File: src/rtl/oneshot_pkg.sv
package oneshot_pkg;

  typedef enum logic [1:0] {
    EDGE_NONE = 2'b00,
    EDGE_RISE = 2'b01,
    EDGE_FALL = 2'b10,
    EDGE_BOTH = 2'b11
  } edge_sel_e;

  localparam int unsigned ADDR_W = 2;

  localparam logic [ADDR_W-1:0] ADDR_CTRL  = 2'd0;
  localparam logic [ADDR_W-1:0] ADDR_CMP_A = 2'd1;
  localparam logic [ADDR_W-1:0] ADDR_CMP_B = 2'd2;

  // control word layout
  localparam int unsigned CTRL_MODE_LSB = 0;
  localparam int unsigned CTRL_EDGE_LSB = 2;
  localparam int unsigned CTRL_SW_BIT   = 4;
  localparam int unsigned CTRL_MIN_W    = CTRL_SW_BIT + 1;

endpackage

File: src/rtl/oneshot_regs.sv
module oneshot_regs
  import oneshot_pkg::*;
#(
  parameter int unsigned CW = 16
) (
  input  logic              clk_i,
  input  logic              rst_ni,
  input  logic              wr_en_i,
  input  logic [ADDR_W-1:0] wr_addr_i,
  input  logic [CW-1:0]     wr_data_i,
  output logic [1:0]        mode_o,
  output edge_sel_e         edge_sel_o,
  output logic [CW-1:0]     cmp_a_o,
  output logic [CW-1:0]     cmp_b_o,
  output logic              sw_trig_o
);

  logic ctrl_wr, cmp_a_wr, cmp_b_wr;

  assign ctrl_wr  = wr_en_i && (wr_addr_i == ADDR_CTRL);
  assign cmp_a_wr = wr_en_i && (wr_addr_i == ADDR_CMP_A);
  assign cmp_b_wr = wr_en_i && (wr_addr_i == ADDR_CMP_B);

  always_ff @(posedge clk_i or negedge rst_ni) begin
    if (!rst_ni) begin
      mode_o     <= 2'b00;
      edge_sel_o <= EDGE_NONE;
      cmp_a_o    <= '0;
      cmp_b_o    <= '0;
      sw_trig_o  <= 1'b0;
    end else begin
      // self-clearing: high only for the cycle after a control write
      sw_trig_o <= ctrl_wr && wr_data_i[CTRL_SW_BIT];
      if (ctrl_wr) begin
        mode_o     <= wr_data_i[CTRL_MODE_LSB +: 2];
        edge_sel_o <= edge_sel_e'(wr_data_i[CTRL_EDGE_LSB +: 2]);
      end
      if (cmp_a_wr) cmp_a_o <= wr_data_i;
      if (cmp_b_wr) cmp_b_o <= wr_data_i;
    end
  end

endmodule

File: src/rtl/oneshot_trig_detect.sv
module oneshot_trig_detect
  import oneshot_pkg::*;
#(
  parameter int unsigned SYNC_STAGES = 2
) (
  input  logic      clk_i,
  input  logic      rst_ni,
  input  logic      trig_i,
  input  edge_sel_e edge_sel_i,
  output logic      edge_o
);

  logic [SYNC_STAGES-1:0] sync_q;
  logic                   prev_q;
  logic                   synced, rise, fall;

  always_ff @(posedge clk_i or negedge rst_ni) begin
    if (!rst_ni) sync_q[0] <= 1'b0;
    else         sync_q[0] <= trig_i;
  end

  for (genvar i = 1; i < SYNC_STAGES; i++) begin : g_sync
    always_ff @(posedge clk_i or negedge rst_ni) begin
      if (!rst_ni) sync_q[i] <= 1'b0;
      else         sync_q[i] <= sync_q[i-1];
    end
  end

  assign synced = sync_q[SYNC_STAGES-1];

  always_ff @(posedge clk_i or negedge rst_ni) begin
    if (!rst_ni) prev_q <= 1'b0;
    else         prev_q <= synced;
  end

  assign rise = synced & ~prev_q;
  assign fall = ~synced & prev_q;

  always_comb begin
    unique case (edge_sel_i)
      EDGE_RISE: edge_o = rise;
      EDGE_FALL: edge_o = fall;
      EDGE_BOTH: edge_o = rise | fall;
      default:   edge_o = 1'b0;
    endcase
  end

endmodule

File: src/rtl/oneshot_counter.sv
module oneshot_counter #(
  parameter int unsigned CW = 16
) (
  input  logic          clk_i,
  input  logic          rst_ni,
  input  logic          run_i,
  input  logic          tick_i,
  input  logic          restart_i,
  output logic [CW-1:0] count_o,
  output logic [CW-1:0] cnt_nxt_o,
  output logic          step_o
);

  assign step_o    = restart_i | (run_i & tick_i);
  assign cnt_nxt_o = restart_i ? '0 : count_o + 1'b1;

  always_ff @(posedge clk_i or negedge rst_ni) begin
    if (!rst_ni)     count_o <= '0;
    else if (!run_i) count_o <= '0;
    else if (step_o) count_o <= cnt_nxt_o;
  end

endmodule

File: src/rtl/oneshot_pulse_gen.sv
module oneshot_pulse_gen #(
  parameter int unsigned CW = 16
) (
  input  logic          clk_i,
  input  logic          rst_ni,
  input  logic          run_i,
  input  logic          step_i,
  input  logic          restart_i,
  input  logic [CW-1:0] cnt_nxt_i,
  input  logic [CW-1:0] cmp_a_i,
  input  logic [CW-1:0] cmp_b_i,
  output logic [CW-1:0] start_o,
  output logic          pulse_o,
  output logic          irq_a_o,
  output logic          irq_b_o
);

  logic          a_is_low, degen;
  logic [CW-1:0] stop_w;
  logic          hit_a, hit_b;
  logic          armed_q, armed_d, pulse_d;

  assign a_is_low = cmp_a_i < cmp_b_i;
  assign degen    = cmp_a_i == cmp_b_i;
  assign start_o  = a_is_low ? cmp_a_i : cmp_b_i;
  assign stop_w   = a_is_low ? cmp_b_i : cmp_a_i;

  assign hit_a = step_i && (cnt_nxt_i == cmp_a_i);
  assign hit_b = step_i && (cnt_nxt_i == cmp_b_i);

  always_comb begin
    pulse_d = restart_i ? 1'b0 : pulse_o;
    armed_d = restart_i | armed_q;
    if (step_i && armed_d && !degen && (cnt_nxt_i == start_o)) pulse_d = 1'b1;
    if (step_i && (cnt_nxt_i == stop_w)) begin
      pulse_d = 1'b0;
      armed_d = 1'b0;
    end
  end

  always_ff @(posedge clk_i or negedge rst_ni) begin
    if (!rst_ni) begin
      armed_q <= 1'b0;
      pulse_o <= 1'b0;
      irq_a_o <= 1'b0;
      irq_b_o <= 1'b0;
    end else if (!run_i) begin
      armed_q <= 1'b0;
      pulse_o <= 1'b0;
      irq_a_o <= 1'b0;
      irq_b_o <= 1'b0;
    end else begin
      armed_q <= armed_d;
      pulse_o <= pulse_d;
      irq_a_o <= hit_a;
      irq_b_o <= hit_b;
    end
  end

endmodule

File: src/rtl/oneshot_timer.sv
module oneshot_timer
  import oneshot_pkg::*;
#(
  parameter int unsigned CW          = 16,
  parameter int unsigned SYNC_STAGES = 2
) (
  input  logic              clk_i,
  input  logic              rst_ni,
  input  logic              cnt_en_i,
  input  logic              wr_en_i,
  input  logic [ADDR_W-1:0] wr_addr_i,
  input  logic [CW-1:0]     wr_data_i,
  input  logic              trig_i,
  output logic              pulse_o,
  output logic              irq_a_o,
  output logic              irq_b_o
);

  logic [1:0]    mode_q;
  edge_sel_e     edge_sel;
  logic [CW-1:0] cmp_a, cmp_b;
  logic          sw_trig, ext_edge, trig, run, restart, step;
  logic [CW-1:0] count_q, cnt_nxt, start_val;

  oneshot_regs #(.CW(CW)) u_regs (
    .clk_i     (clk_i),
    .rst_ni    (rst_ni),
    .wr_en_i   (wr_en_i),
    .wr_addr_i (wr_addr_i),
    .wr_data_i (wr_data_i),
    .mode_o    (mode_q),
    .edge_sel_o(edge_sel),
    .cmp_a_o   (cmp_a),
    .cmp_b_o   (cmp_b),
    .sw_trig_o (sw_trig)
  );

  oneshot_trig_detect #(.SYNC_STAGES(SYNC_STAGES)) u_trig (
    .clk_i     (clk_i),
    .rst_ni    (rst_ni),
    .trig_i    (trig_i),
    .edge_sel_i(edge_sel),
    .edge_o    (ext_edge)
  );

  assign trig    = sw_trig | ext_edge;
  assign run     = mode_q != 2'b00;
  assign restart = run & trig;

  oneshot_counter #(.CW(CW)) u_cnt (
    .clk_i    (clk_i),
    .rst_ni   (rst_ni),
    .run_i    (run),
    .tick_i   (cnt_en_i),
    .restart_i(restart),
    .count_o  (count_q),
    .cnt_nxt_o(cnt_nxt),
    .step_o   (step)
  );

  oneshot_pulse_gen #(.CW(CW)) u_pulse (
    .clk_i    (clk_i),
    .rst_ni   (rst_ni),
    .run_i    (run),
    .step_i   (step),
    .restart_i(restart),
    .cnt_nxt_i(cnt_nxt),
    .cmp_a_i  (cmp_a),
    .cmp_b_i  (cmp_b),
    .start_o  (start_val),
    .pulse_o  (pulse_o),
    .irq_a_o  (irq_a_o),
    .irq_b_o  (irq_b_o)
  );

endmodule

File: config.mk
export PLATFORM = sky130hd
export DESIGN_NAME = oneshot_timer
export DESIGN_NICKNAME = d
export VERILOG_FILES = /design/src/rtl/oneshot_pkg.sv /design/src/rtl/oneshot_regs.sv /design/src/rtl/oneshot_trig_detect.sv /design/src/rtl/oneshot_counter.sv /design/src/rtl/oneshot_pulse_gen.sv /design/src/rtl/oneshot_timer.sv
export SDC_FILE = /design/constraint.sdc
export NUM_CORES = 1
export LEC_CHECK = 0
export CORE_MARGIN = 5
export CORE_UTILIZATION = 40
export DETAILED_ROUTE_END_ITERATION = 10
export PLACE_DENSITY_LB_ADDON = 0.05
export REMOVE_ABC_BUFFERS = 1
export SLEW_MARGIN = 0
export SYNTH_ARGS = -nofsm -noshare
export SYNTH_HDL_FRONTEND = slang
export SYNTH_SLANG_ARGS = --single-unit
File: constraint.sdc
create_clock -name clk_i -period 6.35 [get_ports clk_i]
set_input_delay 1.27 -clock clk_i [delete_from_list [all_inputs] [get_ports clk_i]]
set_output_delay 1.27 -clock clk_i [all_outputs]
set_load 0.005 [all_outputs]
==> metrics.md, run 1 <==
| Metric | Value |
|---|---|
| Cell area after synthesis | `0.004217 sq mm` |
| Layout cell share with drive strength beyond 1 | `0.1450` |
| # nets final | `513` |
| RSZ-0062 raised after global routing | `false` |
| Max_cap viols | `0` |
| CP Capture Type | `register` |
| Outcome | `complete, no violations` |
| Startpoint types | `register` |
| Post-route minimum period | `3.507 ns` |
| Fin util | `0.4649` |
| Initial antenna violation count | `0` |
| Hold Path Class | `register to register` |
| Post-synthesis async set-or-reset flop share | `1.000` |
| Starting Density | `0.4084` |
| Port Buf Inserts | `25` |
| Placed Cells | `596` |
| Via-per-instance ratio | `5.732` |
| Least-Margin Pin Slew | `1.085 ns` |
| Distinct cells, synth | `71` |
| Slowest cell delay on critical path | `0.63 ns` |
| Area grow syn2layout | `13.83%` |
| Final setup skew | `0.01333 ns` |
| Fmax | `285.1 MHz` |
| Leak | `2.020 nW` |
| Chip width | `112.7 microns` |
| Synth top area share | `0.3561` |
| Synth area leaders | `dfrtp_1, mux2_2, ha_1` |
| Maximum VDD drop | `0.1795 mV` |
| Post-CTS setup buffer count | `0` |
| EDFF count, synth | `0` |
| Kind of critical path | `register to register` |
| Number of H-tree levels | `3` |
| Final Setup Violations | `0` |
| Final hold violation count | `0` |
| Warnings from Yosys | `0` |
| Crit path max-delay cell type | `nor4_1` |
| Final ANT Viol Nets | `0` |
| CTS resizes | `0` |
| Synth Register Bits | `60` |
| Die Span Y | `112.7 microns` |
| Row cnt | `37` |
| Mapped Cells | `448` |
| Remaining DRCs | `0` |
| Post-place setup slack | `2.893 ns` |
| DPL Wire Length | `8560 microns` |
| DRT Wirelength | `11460 microns` |
| Post-Layout Inst Area | `0.004800 sq mm` |
| Worst-path clk slew | `0.08 ns` |
| GP Congestion | `0.8954` |
| Reg area | `0.001501 sq mm` |
| Core area | `0.01032 sq mm` |
| Clock root cell | `clkbuf_8` |
| Worst path required time | `6.61 ns` |
| Total Routing Usage GR | `0.1853` |
| CP top delay family | `simple AND/OR/NAND/NOR gates` |
| CP max FO | `21` |
| Number of DRC markers in iteration 0 | `253` |
| Remaining global-route overflow | `0` |
| Crit path cell chain | `inv_1 -> ha_1 -> nor2b_1 -> nor4_1 -> nor2_1 -> buf_4 -> or4_1 -> o311a_1 -> a211oi_2 -> nor4b_1 -> a21oi_1 -> a21boi_1` |
| Cts bufs inserted | `9` |
| Vias in the first global route | `3378` |
| Avg Cell Area, Syn | `9.412 sq um` |
| Post-route setup TNS | `0 ns` |
| Final WS setup | `2.843 ns` |
| Register area share after synthesis | `0.3561` |
| Num ports | `26` |
| Synth Flop Type | `dfrtp_1` |
| WL/cell | `18.73 microns` |
| Total number of vias | `3508` |
| Final Cycle Share | `0.5523` |
| Multi-input gate area | `0.002545 sq mm` |
| First-pass GRT wire length | `18440 microns` |
| Final Power | `1.352 mW` |
| Buf/Inv on CP | `2` |
| Fill cells | `1013` |
| Commonest cells post-synth | `dfrtp_1, nand2_1, mux2_2, nor2_1` |
| Largest net degree at the start of global routing | `61` |
| Post-synth top area cell | `dfrtp_1` |
| Worst skew pair latency | `0.36 ns` |
| Num Clock Sinks | `60` |
| Worst hold slack | `0.3528 ns` |
| Worst EP arrival | `3.76 ns` |
| CTS tree | `built` |
| Relative slew slack | `0.2746` |
| CTS Buffer Depth | `2` |
| Power per Cell Area | `281.7 mW/mm^2` |
| # diodes | `0` |
| Placed cell area | `0.004574 sq mm` |
| Most numerous cell in the Yosys netlist | `dfrtp_1` |
| Die area | `0.01269 sq mm` |
| Hold_buf cts | `0` |
| Drt pass-1 iters | `5` |
| Fin. max-slew vios | `0` |
| Non-Filler Instances | `612` |
## area by class of cell
| cell class | instances | area share |
|---|---|---|
| clock buffer | 10 | 0.02868 |
| inverter | 24 | 0.01877 |
| multi-input combinational | 348 | 0.5302 |
| timing repair buffer | 28 | 0.05579 |
| clock inverter | 6 | 0.01825 |
| sequential | 60 | 0.3128 |
| tap | 136 | 0.03545 |
## sequential cells by signal (all words and copies together) (netlist names), 2 cells and up
register / flops
u_regs.cmp_a_o: 16
u_regs.edge_sel_o: 2
u_regs.mode_o: 2
u_cnt.count_o: 16
u_regs.cmp_b_o: 16
## final timing paths
check	end	from	cells after the start	slack, ns
max in group asynchronous	u_regs.cmp_b_o[7]$_DFFE_PN0P_	rst_ni	2	4.75
max	u_pulse.pulse_o$_DFFE_PN0P_	u_trig.synced$_DFF_PN0_	12	2.84
max reg2reg	u_pulse.pulse_o$_DFFE_PN0P_	u_trig.synced$_DFF_PN0_	12	2.84
min in group asynchronous	u_cnt.count_o[10]$_DFFE_PN0P_	rst_ni	2	1.07
min reg2reg	u_trig.synced$_DFF_PN0_	u_trig.sync_q[0]$_DFF_PN0_	0	0.35
min	u_trig.synced$_DFF_PN0_	u_trig.sync_q[0]$_DFF_PN0_	0	0.35
## worst reg2reg max path, delay by kind of cell, from the launching register on
| kind | cells | cell delay, ns |
|---|---|---|
| AO/OA/AOI/OAI | 4 | 0.71 |
| buffers and inverters | 2 | 0.31 |
| flip-flops | 1 | 0.37 |
| adder cells (fa/ha/maj) | 1 | 0.27 |
| AND/OR/NAND/NOR | 5 | 1.76 |
## placed cells by master, fill, tap and decap left out, types with 4 or more instances in the layout
cell and instances:
a211oi_1 4, a21oi_1 18, and2_1 4, and3_1 4, and4_1 4, clkbuf_8 10, clkdlybuf4s50_1 24, dfrtp_1 60
ha_1 19, inv_1 24, mux2_2 36, mux2i_1 8, nand2_1 37, nand2b_1 4, nand3_1 13, nand3b_1 4
nand4_1 13, nor2_1 35, nor2b_1 5, nor3_1 9, nor4_1 5, o21ai_0 21, o22ai_1 7, o31ai_1 4
or3_1 4, xnor2_1 24, xor2_1 9
## logic make-up after synthesis
kind of cell / after synthesis / share of synthesized area
muxes: 44 / 0.1151
AOI/OAI and AO/OA: 89 / 0.1436
and+or+nand+nor: 161 / 0.2092
xor gates and xnor gates: 35 / 0.07923
buffers and inverters: 40 / 0.04036
adders and majority gates: 19 / 0.05638
DFF: 60 / 0.3561
## where the power goes
part / switching (mW) / leakage [nW] / internal (mW)
sequential: 0.0758 / 0.751 / 0.434
combinational: 0.244 / 1.16 / 0.196
clock: 0.171 / 0.105 / 0.231
total: 0.491 / 2.02 / 0.861
## per-layer routing
layer | part of all wire | vias up | track usage
met4 | 0.014 | 0 | 0.05529
met2 | 0.47 | 83 | 0.2994
met1 | 0.47 | 1726 | 0.2462
met5 | 0 | - | 0
li1 | - | 1686 | -
met3 | 0.044 | 13 | 0.04420
Power figures use the tool's default switching activity.
==> inputs of run 2 (changes only) <==
Clock period 6.35 ns to 3.5 ns, I/O delays scaled along.
==> run 2 against run 1 <==
Compared with the run above:
- cell count up 3.4%
- register-to-register slack worse by 2.6 ns
- routed wire length up 7.2%
- clock-buffer cell count up 2
- sequential cell count unchanged
- global-route usage up 2.3 points
- combinational power up 95%
- sequential share of layout area down 1.2 points
- first-iteration DRC count down 17%
- cell area up 4.0%
- non-clock buffer count up 21
- largest cell class unchanged
==> metrics.md, run 2 (synthesis results as in run 1) <==
| Metric | Value |
|---|---|
| Outcome | `complete, no violations` |
| Initial antenna violation count | `0` |
| CP max FO | `9` |
| Worst r2r dst | `u_pulse.pulse_o$_DFFE_PN0P_` |
| GR Util met1 | `0.2768` |
| Int Pwr | `1.688 mW` |
| Final Cycle Share | `0.9176` |
| Chip width | `112.7 microns` |
| Port Buf Inserts | `25` |
| Max_cap viols | `0` |
| R2R setup slack | `0.29 ns` |
| Core area | `0.01032 sq mm` |
| Die Span Y | `112.7 microns` |
| Final Setup Violations | `0` |
| # diodes | `0` |
| Post-route setup TNS | `0 ns` |
| Sequential share of power | `0.355` |
| Hold Path Class | `input pin to asynchronous set/reset pin` |
| Vias in the first global route | `3667` |
| Met2 usage | `0.3310` |
| Slowest cell delay on critical path | `0.47 ns` |
| GP Congestion | `0.9576` |
| Biggest regs | `u_cnt.count_o (16), u_regs.cmp_a_o (16), u_regs.cmp_b_o (16)` |
| Final Power | `2.572 mW` |
| Power per Cell Area | `515.1 mW/mm^2` |
| # nets final | `534` |
| First-pass GRT wire length | `20390 microns` |
| Total net switching power | `0.8839 mW` |
| Fmax | `311.4 MHz` |
| Most common library cell in the layout ignoring fill and taps | `dfrtp_1` |
| Least-Margin Pin Slew | `0.8049 ns` |
| DRT Wirelength | `12290 microns` |
| CTS Buffer Depth | `2` |
| Worst hold slack | `0.3499 ns` |
| Startpoint types | `register` |
| Reg area | `0.001501 sq mm` |
| Maximum VDD drop | `0.3232 mV` |
| Worst EP arrival | `3.51 ns` |
| Die area | `0.01269 sq mm` |
| R2r worst-path depth | `12` |
| Fin. max-slew vios | `0` |
| Starting Density | `0.4084` |
| Post-route minimum period | `3.211 ns` |
| Cts bufs inserted | `9` |
| Area grow syn2layout | `18.40%` |
| Crit path cell chain | `inv_1 -> ha_1 -> nand4_1 -> or3_1 -> a211oi_2 -> nor3_2 -> buf_4 -> mux2i_1 -> xnor2_1 -> a211oi_1 -> a2111o_1 -> a21boi_1` |
| Number of DRC markers in iteration 0 | `209` |
| Layout cell share with drive strength beyond 1 | `0.1831` |
| Hold_buf cts | `0` |
| Comb pwr share | `0.334` |
| Number of H-tree levels | `3` |
| Crit path max-delay cell type | `or3_1` |
| Worst skew pair latency | `0.37 ns` |
| Leak | `2.147 nW` |
| RSZ-0062 raised after global routing | `false` |
| Worst-path clk slew | `0.08 ns` |
| Drt pass-1 iters | `5` |
| Total Routing Usage GR | `0.2085` |
| Switching share of power | `0.3437` |
| Num ports | `26` |
| Row cnt | `37` |
| CTS tree | `built` |
| Commonest non-fill, non-tap cells in the layout | `dfrtp_1, nand2_1, mux2_2` |
| Via-per-instance ratio | `5.548` |
| Final hold violation count | `0` |
| Worst setup endpoint | `u_pulse.pulse_o$_DFFE_PN0P_` |
| Final setup skew | `0.01379 ns` |
| Final ANT Viol Nets | `0` |
| Num Clock Sinks | `60` |
| Relative slew slack | `0.4622` |
| Remaining global-route overflow | `0` |
| DPL Wire Length | `9506 microns` |
| Largest net degree at the start of global routing | `35` |
| Met3 Usage GRT | `0.04528` |
| Clock root cell | `clkbuf_8` |
| GRT Max-Usage Layer | `met2` |
| Fill cells | `978` |
| WL/cell | `19.42 microns` |
| Total number of vias | `3512` |
| Kind of critical path | `register to register` |
| Multi-input gate area | `0.002555 sq mm` |
| Worst reg2reg path startpoint | `u_regs.cmp_b_o[12]$_DFFE_PN0P_` |
| Worst path required time | `3.80 ns` |
| Remaining DRCs | `0` |
| Crit path from | `u_regs.cmp_b_o[12]$_DFFE_PN0P_` |
| Clk network pwr share | `0.311` |
| CP Capture Type | `register` |
[run 2: final cells by class]
type                       count  area share
clock buffer                  12     0.03108
timing repair buffer          49     0.08521
sequential                    60      0.3008
inverter                      24     0.01805
tap                          136     0.03409
multi-input combinational    348      0.5118
clock inverter                 4     0.01905
[run 2: how the worst min path moves through the flow]
stage	depth (start not counted)	start	to	slack (ns)
2_1_floorplan	0	u_trig.sync_q[0]$_DFF_PN0_	u_trig.synced$_DFF_PN0_	0.33
3_3_place_gp	0	u_trig.sync_q[0]$_DFF_PN0_	u_trig.synced$_DFF_PN0_	0.34
3_5_place_dp	0	u_trig.sync_q[0]$_DFF_PN0_	u_trig.synced$_DFF_PN0_	0.34
4_1_cts	1	rst_ni	u_pulse.pulse_o$_DFFE_PN0P_	0.35
5_1_grt	0	u_trig.sync_q[0]$_DFF_PN0_	u_trig.synced$_DFF_PN0_	0.37
6_report	1	rst_ni	u_cnt.count_o[14]$_DFFE_PN0P_	0.35
[run 2: timing repair]
item                       in CTS  in global routing
setup endpoints to repair       0                  1
resized for setup               0                  2
setup buffers                   0                  0
[run 2: layer usage]
metal  share of wire  wire length [microns]
met1            0.44                   5399
met3           0.056                    692
met4           0.023                    282
met5               0                      0
met2            0.48                   5919
[run 2: power groups by stage]
| stage | logic, mW | clock network (mW) | registers [mW] |
|---|---|---|---|
| global route | 0.965 | 0.850 | 0.933 |
| detailed placement | 0.857 | 0 | 0.926 |
| global placement | 0.857 | 0 | 0.923 |
| floorplan | 0.565 | 0 | 0.887 |
| CTS | 0.862 | 0.824 | 0.914 |
| finish | 0.859 | 0.799 | 0.914 |
[run 2: through the flow]
| step | setup WS, ns | std cells | util | cell area [sq um] |
|---|---|---|---|---|
| 2_1_floorplan | 0.3286 | 432 | - | 4136 |
| 3_3_place_gp | 0.1260 | 617 | 0.4584 | 4732 |
| 3_5_place_dp | 0.1780 | 617 | 0.4584 | 4732 |
| 4_1_cts | 0.1560 | 633 | 0.4826 | 4982 |
| 5_1_grt | 0.04074 | 633 | 0.4836 | 4992 |
| 6_report | 0.2886 | 633 | 0.4836 | 4992 |
[run 2: critical path: cells and delay by family (launching register included)]
family                   cells  cell delay (ns)
AND/OR/NAND/NOR              3             0.73
adder cells (fa/ha/maj)      1             0.30
flip-flops                   1             0.43
buffers and inverters        2             0.35
AO/OA/AOI/OAI                4             0.98
multiplexers                 1             0.19
XOR/XNOR                     1             0.15
